$ cat src/rtl/evtcnt_pkg.sv
package evtcnt_pkg;
    localparam int NUM_CH    = 4;
    localparam int NUM_PAIRS = NUM_CH / 2;
    localparam int CH_IDX_W  = $clog2(NUM_CH);
endpackage

$ cat src/rtl/evtcnt_edge.sv
module evtcnt_edge #(
    parameter int STAGES = 2
) (
    input  logic clk,
    input  logic rst_n,
    input  logic din,
    output logic rise
);
    typedef struct packed {
        logic [STAGES-1:0] sync;
        logic              last;
    } edge_state_t;

    edge_state_t st_d, st_q;

    always_comb begin
        st_d      = st_q;
        st_d.sync = {st_q.sync[STAGES-2:0], din};
        st_d.last = st_q.sync[STAGES-1];
    end

    always_ff @(posedge clk or negedge rst_n) begin
        if (!rst_n) st_q <= '0;
        else        st_q <= st_d;
    end

    assign rise = st_q.sync[STAGES-1] & ~st_q.last;

    // a detected edge never lasts two cycles
    a_r2_single_pulse: assert property (@(posedge clk) disable iff (!rst_n)
        rise |=> !rise);
endmodule

$ cat src/rtl/evtcnt_pair.sv
module evtcnt_pair #(
    parameter int CW = 16
) (
    input  logic          clk,
    input  logic          rst_n,
    input  logic          fuse,
    input  logic          rise_lo,
    input  logic          rise_hi,
    input  logic          clr_lo,
    input  logic          clr_hi,
    output logic [CW-1:0] cnt_lo,
    output logic [CW-1:0] cnt_hi
);
    localparam logic [CW-1:0] ALL_ONES = '1;
    localparam logic [CW-1:0] ONE      = CW'(1);

    typedef struct packed {
        logic [CW-1:0] lo;
        logic [CW-1:0] hi;
    } pair_state_t;

    pair_state_t st_d, st_q;
    logic        hi_step;
    logic        hi_zero;

    always_comb begin
        st_d    = st_q;
        hi_step = fuse ? (rise_lo && (st_q.lo == ALL_ONES)) : rise_hi;
        hi_zero = clr_hi || (fuse && clr_lo);
        if (clr_lo)       st_d.lo = '0;
        else if (rise_lo) st_d.lo = st_q.lo + ONE;
        if (hi_zero)      st_d.hi = '0;
        else if (hi_step) st_d.hi = st_q.hi + ONE;
    end

    // Counts survive the global reset on purpose.
    always_ff @(posedge clk) begin
        st_q <= st_d;
    end

    assign cnt_lo = st_q.lo;
    assign cnt_hi = st_q.hi;

    // Track which halves hold a defined value, for the step checks only.
    logic lo_known_q, hi_known_q;
    always_ff @(posedge clk or negedge rst_n) begin
        if (!rst_n) begin
            lo_known_q <= 1'b0;
            hi_known_q <= 1'b0;
        end else begin
            if (clr_lo)                    lo_known_q <= 1'b1;
            if (clr_hi || (fuse && clr_lo)) hi_known_q <= 1'b1;
        end
    end

    a_r7_clear_lo: assert property (@(posedge clk) disable iff (!rst_n)
        clr_lo |=> cnt_lo == '0);
    a_r7_clear_hi: assert property (@(posedge clk) disable iff (!rst_n)
        clr_hi |=> cnt_hi == '0);
    a_r8_fused_clear: assert property (@(posedge clk) disable iff (!rst_n)
        (fuse && clr_lo) |=> cnt_hi == '0);
    a_r1_lo_step: assert property (@(posedge clk) disable iff (!rst_n)
        (lo_known_q && !clr_lo) |=>
            (cnt_lo == $past(cnt_lo)) || (cnt_lo == $past(cnt_lo) + ONE));
    a_r6_carry_only: assert property (@(posedge clk) disable iff (!rst_n)
        (fuse && lo_known_q && hi_known_q && !clr_lo && !clr_hi) |=>
            (cnt_hi == $past(cnt_hi)) ||
            (($past(cnt_lo) == ALL_ONES) && (cnt_lo == '0)));
endmodule

$ cat src/rtl/evtcnt_bank.sv
module evtcnt_bank
    import evtcnt_pkg::*;
#(
    parameter int CW          = 16,
    parameter int SYNC_STAGES = 2
) (
    input  logic                 clk,
    input  logic                 rst_n,
    input  logic [NUM_CH-1:0]    evt_in,
    input  logic [NUM_CH-1:0]    gate_in,
    input  logic [NUM_CH-1:0]    gate_en,
    input  logic [NUM_PAIRS-1:0] pair_fuse,
    input  logic                 clr_valid,
    input  logic [CH_IDX_W-1:0]  clr_ch,
    output logic [NUM_CH*CW-1:0] count_o
);
    logic [NUM_CH-1:0] qual;
    logic [NUM_CH-1:0] rise;
    logic [NUM_CH-1:0] clr_vec;

    assign qual = evt_in & (gate_in | ~gate_en);

    for (genvar c = 0; c < NUM_CH; c++) begin : g_ch
        assign clr_vec[c] = clr_valid && (clr_ch == CH_IDX_W'(c));

        evtcnt_edge #(.STAGES(SYNC_STAGES)) u_edge (
            .clk  (clk),
            .rst_n(rst_n),
            .din  (qual[c]),
            .rise (rise[c])
        );
    end

    for (genvar p = 0; p < NUM_PAIRS; p++) begin : g_pair
        evtcnt_pair #(.CW(CW)) u_pair (
            .clk    (clk),
            .rst_n  (rst_n),
            .fuse   (pair_fuse[p]),
            .rise_lo(rise[2*p]),
            .rise_hi(rise[2*p+1]),
            .clr_lo (clr_vec[2*p]),
            .clr_hi (clr_vec[2*p+1]),
            .cnt_lo (count_o[(2*p)*CW +: CW]),
            .cnt_hi (count_o[(2*p+1)*CW +: CW])
        );
    end

    // one request names at most one channel
    a_r7_one_target: assert property (@(posedge clk) disable iff (!rst_n)
        $onehot0(clr_vec));
endmodule

$ cat config.mk
export PLATFORM = sky130hd
export DESIGN_NAME = evtcnt_bank
export DESIGN_NICKNAME = d
export VERILOG_FILES = /design/src/rtl/evtcnt_pkg.sv /design/src/rtl/evtcnt_edge.sv /design/src/rtl/evtcnt_pair.sv /design/src/rtl/evtcnt_bank.sv
export SDC_FILE = /design/constraint.sdc
export NUM_CORES = 1
export LEC_CHECK = 0
export ABC_AREA = 1
export BUFFER_PORTS_ARGS = -buffer_cell sky130_fd_sc_hd__buf_2
export CAP_MARGIN = 0
export CORE_MARGIN = 2
export CORE_UTILIZATION = 29
export CTS_CLUSTER_DIAMETER = 40
export CTS_CLUSTER_SIZE = 25
export DETAILED_ROUTE_END_ITERATION = 10
export PLACE_DENSITY_LB_ADDON = 0.08
export SLEW_MARGIN = 10
export SYNTH_ARGS = -nofsm -noshare
export SYNTH_HDL_FRONTEND = slang
export SYNTH_SLANG_ARGS = --single-unit
$ cat constraint.sdc
create_clock -name clk -period 1.9 [get_ports clk]
set_input_delay 0.38 -clock clk [delete_from_list [all_inputs] [get_ports clk]]
set_output_delay 0.38 -clock clk [all_outputs]
set_load 0.01 [all_outputs]
==> flow_summary.yaml, run 1 <==
status:
  status: "completed"
clocking:
  clockBufferDepth: 2
  cts_tree: "done"
  clk-insertion-delay-late_ps: 340
  cts.sinks: 76
  cts_root_buf: "clkbuf_16"
  cts_setup_buffers: 0
  htreeDepth: 3
  cts_made_buffers: 9
  clkSlewWorstSetupHoldPaths_ps: 60
timing:
  fin_crit_sh: 0.867
  tns_ps: 0
  fin_skew_ps: 3.59
  max_slew_margin: 0.681
  slew_violations: 0
  post-route-min-period_ps: 1650
  hold_viol: 0
  fmax_mhz: 607
  rsz0062_at_grt: "false"
  tightestPinTransition_ps: 474
  setup_viol: 0
worst_hold_path:
  hold_start: "gate_en[2]"
  min_path_type: "in -> reg"
critical_path:
  slowest_stage: "dfxtp_1"
  cp-start-kind: "flip-flop"
  cp_data_arrival_time_ps: 1880
  path_max_fanout: 15
  path_class: "reg -> reg"
  crit_start: "g_pair[0].u_pair.cnt_lo[1]"
  slowest_delay_ps: 380
  r2r_start: "g_pair[0].u_pair.cnt_lo[1]"
  critPathMostFrequentCell: "nand2_4"
  cp-end-kind: "flip-flop"
  critPathRequiredTime_ps: 2140
  worstPathCellList: "ha_1 -> inv_1 -> nor2_4 -> nand2_4 -> nor2_8 -> nand2_4 -> nand2_4 -> inv_1 -> nor2_1 -> nor2_1"
synth:
  ys_top_cells_by_area: "dfxtp_1 (32%), nand2_1 (12%), nor2_1 (9.2%)"
  syn_inst: 578
  synth_top_area_frac: 0.320
  yosysWarnings: 0
  synth_area_mm2: 0.00400
  ys_seq_elements: 76
  synth.largest_area_cell: "dfxtp_1"
  syn_avg_cell_area_um2: 6.93
  ys_seq_area_frac: 0.395
  ys_types: 34
  syn_nets: 601
routing:
  drt_wl_total_um: 10100
  dr_total_vias: 3890
  postRouteAntennaNets: 0
  drt_iter0_drc: 224
  firstDrtPassIters: 4
  routedWlPerCell_um: 11.8
  via_per_inst: 4.56
  route.detailed.drc: 0
  wl_met2_um: 4490
  dr_wl_met3_um: 550
  wl_met1_um: 4940
  dr.max_layer_used: "met4"
die:
  die_x_um: 122
  start_util: 0.300
  die_h_um: 122
  fp-row-count: 42
  core_mm2: 0.0133
  ios: 83
  fp.dieArea_mm2: 0.0148
grt:
  grt_max_degree: 17
  grt_usage: 0.147
  antenna_found_initial: 0
  grt_pass1_wl_um: 17300
  grt_overflow_total: 0
  grt_pass1_vias: 3695
power_and_ir_drop:
  p_comb_frac: 0.139
  power.switching_mw: 1.18
  clockPowerShare: 0.417
  p_leak_nw: 2.42
  max-vdd-ir-drop_mv: 0.479
  power_density_mw_per_mm2: 854
  switching_share: 0.278
  power.share.sequential: 0.443
  totalPowerFinal_mw: 4.24
  intPower_mw: 3.06
layout:
  final_area_mm2: 0.00496
  nets: 696
  drive_above_1_share: 0.215
  fin_util: 0.372
  syn_to_final_growth_pct: 24.0
  antennaDiodeCount: 0
flow_run:
  cap_violations: 0
placement:
  dpl_cell_area_mm2: 0.00465
  port_buffers: 82
  gp_congestion: 0.750
  place_hpwl_um: 7380
-- worst max-delay path: cells and delay by family, from the launching register on --
family | cells | cell delay [ps]
adder cells (fa/ha/maj) | 1 | 160
buffers and inverters | 2 | 160
flip-flops | 1 | 380
AND/OR/NAND/NOR | 7 | 850
-- layout by cell type, fill, tap and decap left out, types with 3 or more instances in the layout --
cell type	netlist	final
nor2_2	4	4
nand2_2	13	13
nor3_1	10	10
xor2_1	15	15
nand4_1	13	13
dfrtp_1	12	12
xnor2_1	3	3
a21oi_2	10	10
ha_1	4	4
nand2_4	3	3
buf_2	2	82
nand2_1	128	128
nand3_1	52	52
nor2_1	98	98
a21boi_0	4	4
buf_4	0	12
o21bai_1	3	3
nand3b_1	4	4
inv_1	76	76
clkbuf_16	0	9
dfxtp_1	64	64
o21ai_0	21	21
a21oi_1	19	19
-- per-layer routing --
| metal | track usage | vias up |
|---|---|---|
| li1 | - | 2025 |
| met1 | 0.196 | 1779 |
| met2 | 0.228 | 76 |
| met3 | 0.0432 | 10 |
| met4 | 0.0496 | 0 |
| met5 | 0 | - |
-- path summary, 6_finish.rpt --
check	endpoint	slack, ps	cells after the start
max in group asynchronous	g_ch[3].u_edge.st_d[0]	1240	2
max reg2reg	g_pair[0].u_pair.cnt_hi[1]	250	10
min reg2reg	g_ch[0].u_edge.st_d[0]	350	0
max	g_pair[0].u_pair.cnt_hi[1]	250	10
min in group asynchronous	g_ch[0].u_edge.st_d[2]	440	2
min	g_ch[2].u_edge.st_d[2]	230	2
-- power groups by stage --
stage | sequential (mW) | combinational, mW | clock, mW
2_1_floorplan | 1.94 | 0.323 | 0
3_5_place_dp | 1.91 | 0.593 | 0
3_3_place_gp | 1.91 | 0.582 | 0
5_1_grt | 1.90 | 0.685 | 1.91
6_report | 1.88 | 0.590 | 1.77
4_1_cts | 1.88 | 0.599 | 1.83
-- sequential cells by signal (all words and copies together), names as in the netlist --
signal / flops
g_pair.u_pair.cnt_hi: 32
g_ch.u_edge.st_q: 4
g_pair.u_pair.cnt_lo: 32
g_ch.u_edge.st_d: 8
-- what timing repair did --
item                                    in CTS  in global routing
endpoints found under the hold margin       12                  0
endpoints found under the setup margin       0                 16
resized for setup                            0                  1
hold buffers                                 1                  0
-- cell usage after synthesis (all sizes together) --
master	count
clkbuf	4
a31oi	2
o21bai	3
nor3	10
nor3b	1
nand4	13
o21ai	21
inv	77
nand3b	5
nand3	53
a21boi	4
o21a	1
xor2	15
nand2	144
xnor2	3
or3b	1
dfxtp	64
buf	7
dfrtp	12
ha	4
nor2	105
a21oi	29
-- final cells by class --
cell class,count,area (um2)
Timing Repair Buffer,95,510
Fill cell,1483,8380
Inverter,77,289
Clock buffer,12,256
Sequential cell,76,1580
Clock inverter,4,47.5
Multi-Input combinational cell,414,2060
Tap cell,176,220
-- logic make-up after synthesis --
group,after synthesis,synth area share
xor+xnor,18,0.0394
compound gates,60,0.0900
flops,76,0.395
fa+ha+maj,4,0.0125
buf+inv,88,0.0909
simple gates,332,0.372
-- through the flow --
step                std cells  setup slack [ps]  hold slack [ps]
global placement          837               180              276
floorplan                 578               322             84.4
CTS                       854               140              213
detailed placement        837               151              277
finish                    854               253              229
global route              854              48.3              215
No activity file was read; power rests on OpenSTA's default activity.
==> inputs of run 2 (changes only) <==
--- a/config.mk
+++ b/config.mk
@@ -9,12 +9,12 @@
 export BUFFER_PORTS_ARGS = -buffer_cell sky130_fd_sc_hd__buf_2
 export CAP_MARGIN = 0
 export CORE_MARGIN = 2
-export CORE_UTILIZATION = 29
+export CORE_UTILIZATION = 50
 export CTS_CLUSTER_DIAMETER = 40
 export CTS_CLUSTER_SIZE = 25
 export DETAILED_ROUTE_END_ITERATION = 10
 export PLACE_DENSITY_LB_ADDON = 0.08
-export SLEW_MARGIN = 10
+export SLEW_MARGIN = 20
 export SYNTH_ARGS = -nofsm -noshare
 export SYNTH_HDL_FRONTEND = slang
 export SYNTH_SLANG_ARGS = --single-unit
==> constraint.sdc (replaced) <==
create_clock -name clk -period 1.9 [get_ports clk]
set_input_delay 0.19 -clock clk [delete_from_list [all_inputs] [get_ports clk]]
set_output_delay 0.19 -clock clk [all_outputs]
set_load 0.01 [all_outputs]
==> flow_summary.yaml, run 2 (synthesis results as in run 1) <==
critical_path:
  r2r-end: "g_pair[0].u_pair.cnt_hi[1]"
  crit_end: "g_pair[0].u_pair.cnt_hi[1]"
  ff2ff_path_depth: 10
  r2r_start: "g_pair[0].u_pair.cnt_lo[0]"
  critPathRequiredTime_ps: 2130
  crit_start: "g_pair[0].u_pair.cnt_lo[0]"
  cp-start-kind: "flip-flop"
  path_max_fanout: 17
  cp-end-kind: "flip-flop"
  path_class: "reg -> reg"
  rrSetupSlack_ps: 210
  cp_data_arrival_time_ps: 1920
timing:
  setup_viol: 0
  holdWs_ps: 38.1
  slew_violations: 0
  hold_viol: 0
  fmax_mhz: 591
  tns_ps: 0
  rsz0062_at_grt: "false"
  max_slew_margin: 0.538
  post-route-min-period_ps: 1690
  fin_skew_ps: 6.54
  fin_crit_sh: 0.890
  tightestPinTransition_ps: 693
die:
  ios: 83
  start_util: 0.518
  die_x_um: 93.5
  fp-row-count: 32
  die_h_um: 93.5
  fp.dieArea_mm2: 0.00874
  core_mm2: 0.00773
placement:
  dpl_cell_area_mm2: 0.00452
  place_hpwl_um: 6300
  port_buffers: 82
  gp_congestion: 0.827
  place_inst: 758
layout:
  fillCellCount: 726
  final_area_mm2: 0.00481
  mostFrequentLayoutCells: "nand2_1 (128), nor2_1 (98), buf_2 (82)"
  syn_to_final_growth_pct: 20.1
  final_cell_count_no_fill: 775
  antennaDiodeCount: 0
  drive_above_1_share: 0.211
  multi_input_area_mm2: 0.00207
  seqCellArea_mm2: 0.00158
  layout_commonest_cell: "nand2_1"
  nets: 691
grt:
  grt_usage: 0.208
  grt_max_degree: 18
  grt_pass1_wl_um: 14900
  antenna_found_initial: 0
  grt_pass1_vias: 3426
  grt_overflow_total: 0
clocking:
  cts_tree: "done"
  clockBufferDepth: 2
  clkSlewWorstSetupHoldPaths_ps: 80
  cts_made_buffers: 9
  htreeDepth: 3
  cts.sinks: 76
  cts_root_buf: "clkbuf_8"
  clk-insertion-delay-late_ps: 330
routing:
  postRouteAntennaNets: 0
  route.detailed.drc: 0
  firstDrtPassIters: 5
  dr_total_vias: 3789
  drt_wl_total_um: 8640
  routedWlPerCell_um: 11.1
  drt_iter0_drc: 116
  via_per_inst: 4.89
power_and_ir_drop:
  max-vdd-ir-drop_mv: 0.567
  power_density_mw_per_mm2: 841
  p_leak_nw: 2.40
status:
  status: "completed"
flow_run:
  cap_violations: 0
worst_hold_path:
  min_path_type: "in -> reg"
-- run 2: cell types whose count changed in the layout (fill, tap and decap cells not counted) --
cell	before	now
clkbuf_8	2	11
clkbuf_16	9	1
buf_4	12	7
bufinv_16	1	3
clkinv_2	2	0
clkinvlp_4	1	0
nand2_2	13	12
nand2_4	3	4
o21bai_1	3	2
o21bai_2	0	1
-- run 2: worst max-delay path, stage by stage (launching register included) --
cell	delay, ps
dfxtp_1	370
ha_1	160
inv_1	60
nor2_4	160
nand2_4	90
nor2_8	130
nand2_4	150
nand2_4	240
inv_1	90
nor2_1	90
nor2_1	50
-- run 2: per-stage QoR --
| step | total power [mW] | worst slack (ps) | utilization |
|---|---|---|---|
| 2_1_floorplan | 2.26 | 322 | - |
| 3_3_place_gp | 2.46 | 227 | 0.585 |
| 3_5_place_dp | 2.49 | 144 | 0.585 |
| 4_1_cts | 4.11 | 119 | 0.622 |
| 5_1_grt | 4.27 | 42.7 | 0.622 |
| 6_report | 4.05 | 209 | 0.622 |
-- run 2: timing repair --
action	CTS	global route
buffers inserted	0	0
setup endpoints to repair	0	16
hold buffers	1	0
hold endpoints to repair	12	0
gates resized for setup	0	2
-- run 2: worst min path at each step --
stage	slack, ps	startpoint	end	cells past startpoint
4_1_cts	20	gate_en[2]	g_ch[2].u_edge.st_d[2]	2
3_3_place_gp	70	rst_n	g_ch[2].u_edge.st_d[2]	1
5_1_grt	30	gate_en[0]	g_ch[0].u_edge.st_d[2]	2
6_report	40	gate_en[2]	g_ch[2].u_edge.st_d[2]	2
3_5_place_dp	80	rst_n	g_ch[2].u_edge.st_d[2]	1
2_1_floorplan	-110	rst_n	g_ch[0].u_edge.st_d[0]	0
-- run 2: layer usage --
metal,GRT usage,vias up,wire [um]
met4,0.0699,0,45
met1,0.282,1700,4240
met5,0,-,0
li1,-,2009,-
met3,0.0387,4,369
met2,0.332,76,3980
-- run 2: where the power goes --
group / leakage (nW) / internal (mW) / switching [mW]
combinational: 1.60 / 0.243 / 0.339
clock: 0.135 / 1.03 / 0.570
sequential: 0.670 / 1.73 / 0.141
-- run 2: area by class of cell --
| cell class | count | share of cell area |
|---|---|---|
| Timing Repair Buffer | 90 | 0.0983 |
| Multi-Input combinational cell | 414 | 0.430 |
| Inverter | 77 | 0.0601 |
| Clock buffer | 13 | 0.0375 |
| Clock inverter | 3 | 0.0187 |
| Sequential cell | 76 | 0.329 |
| Tap cell | 102 | 0.0265 |
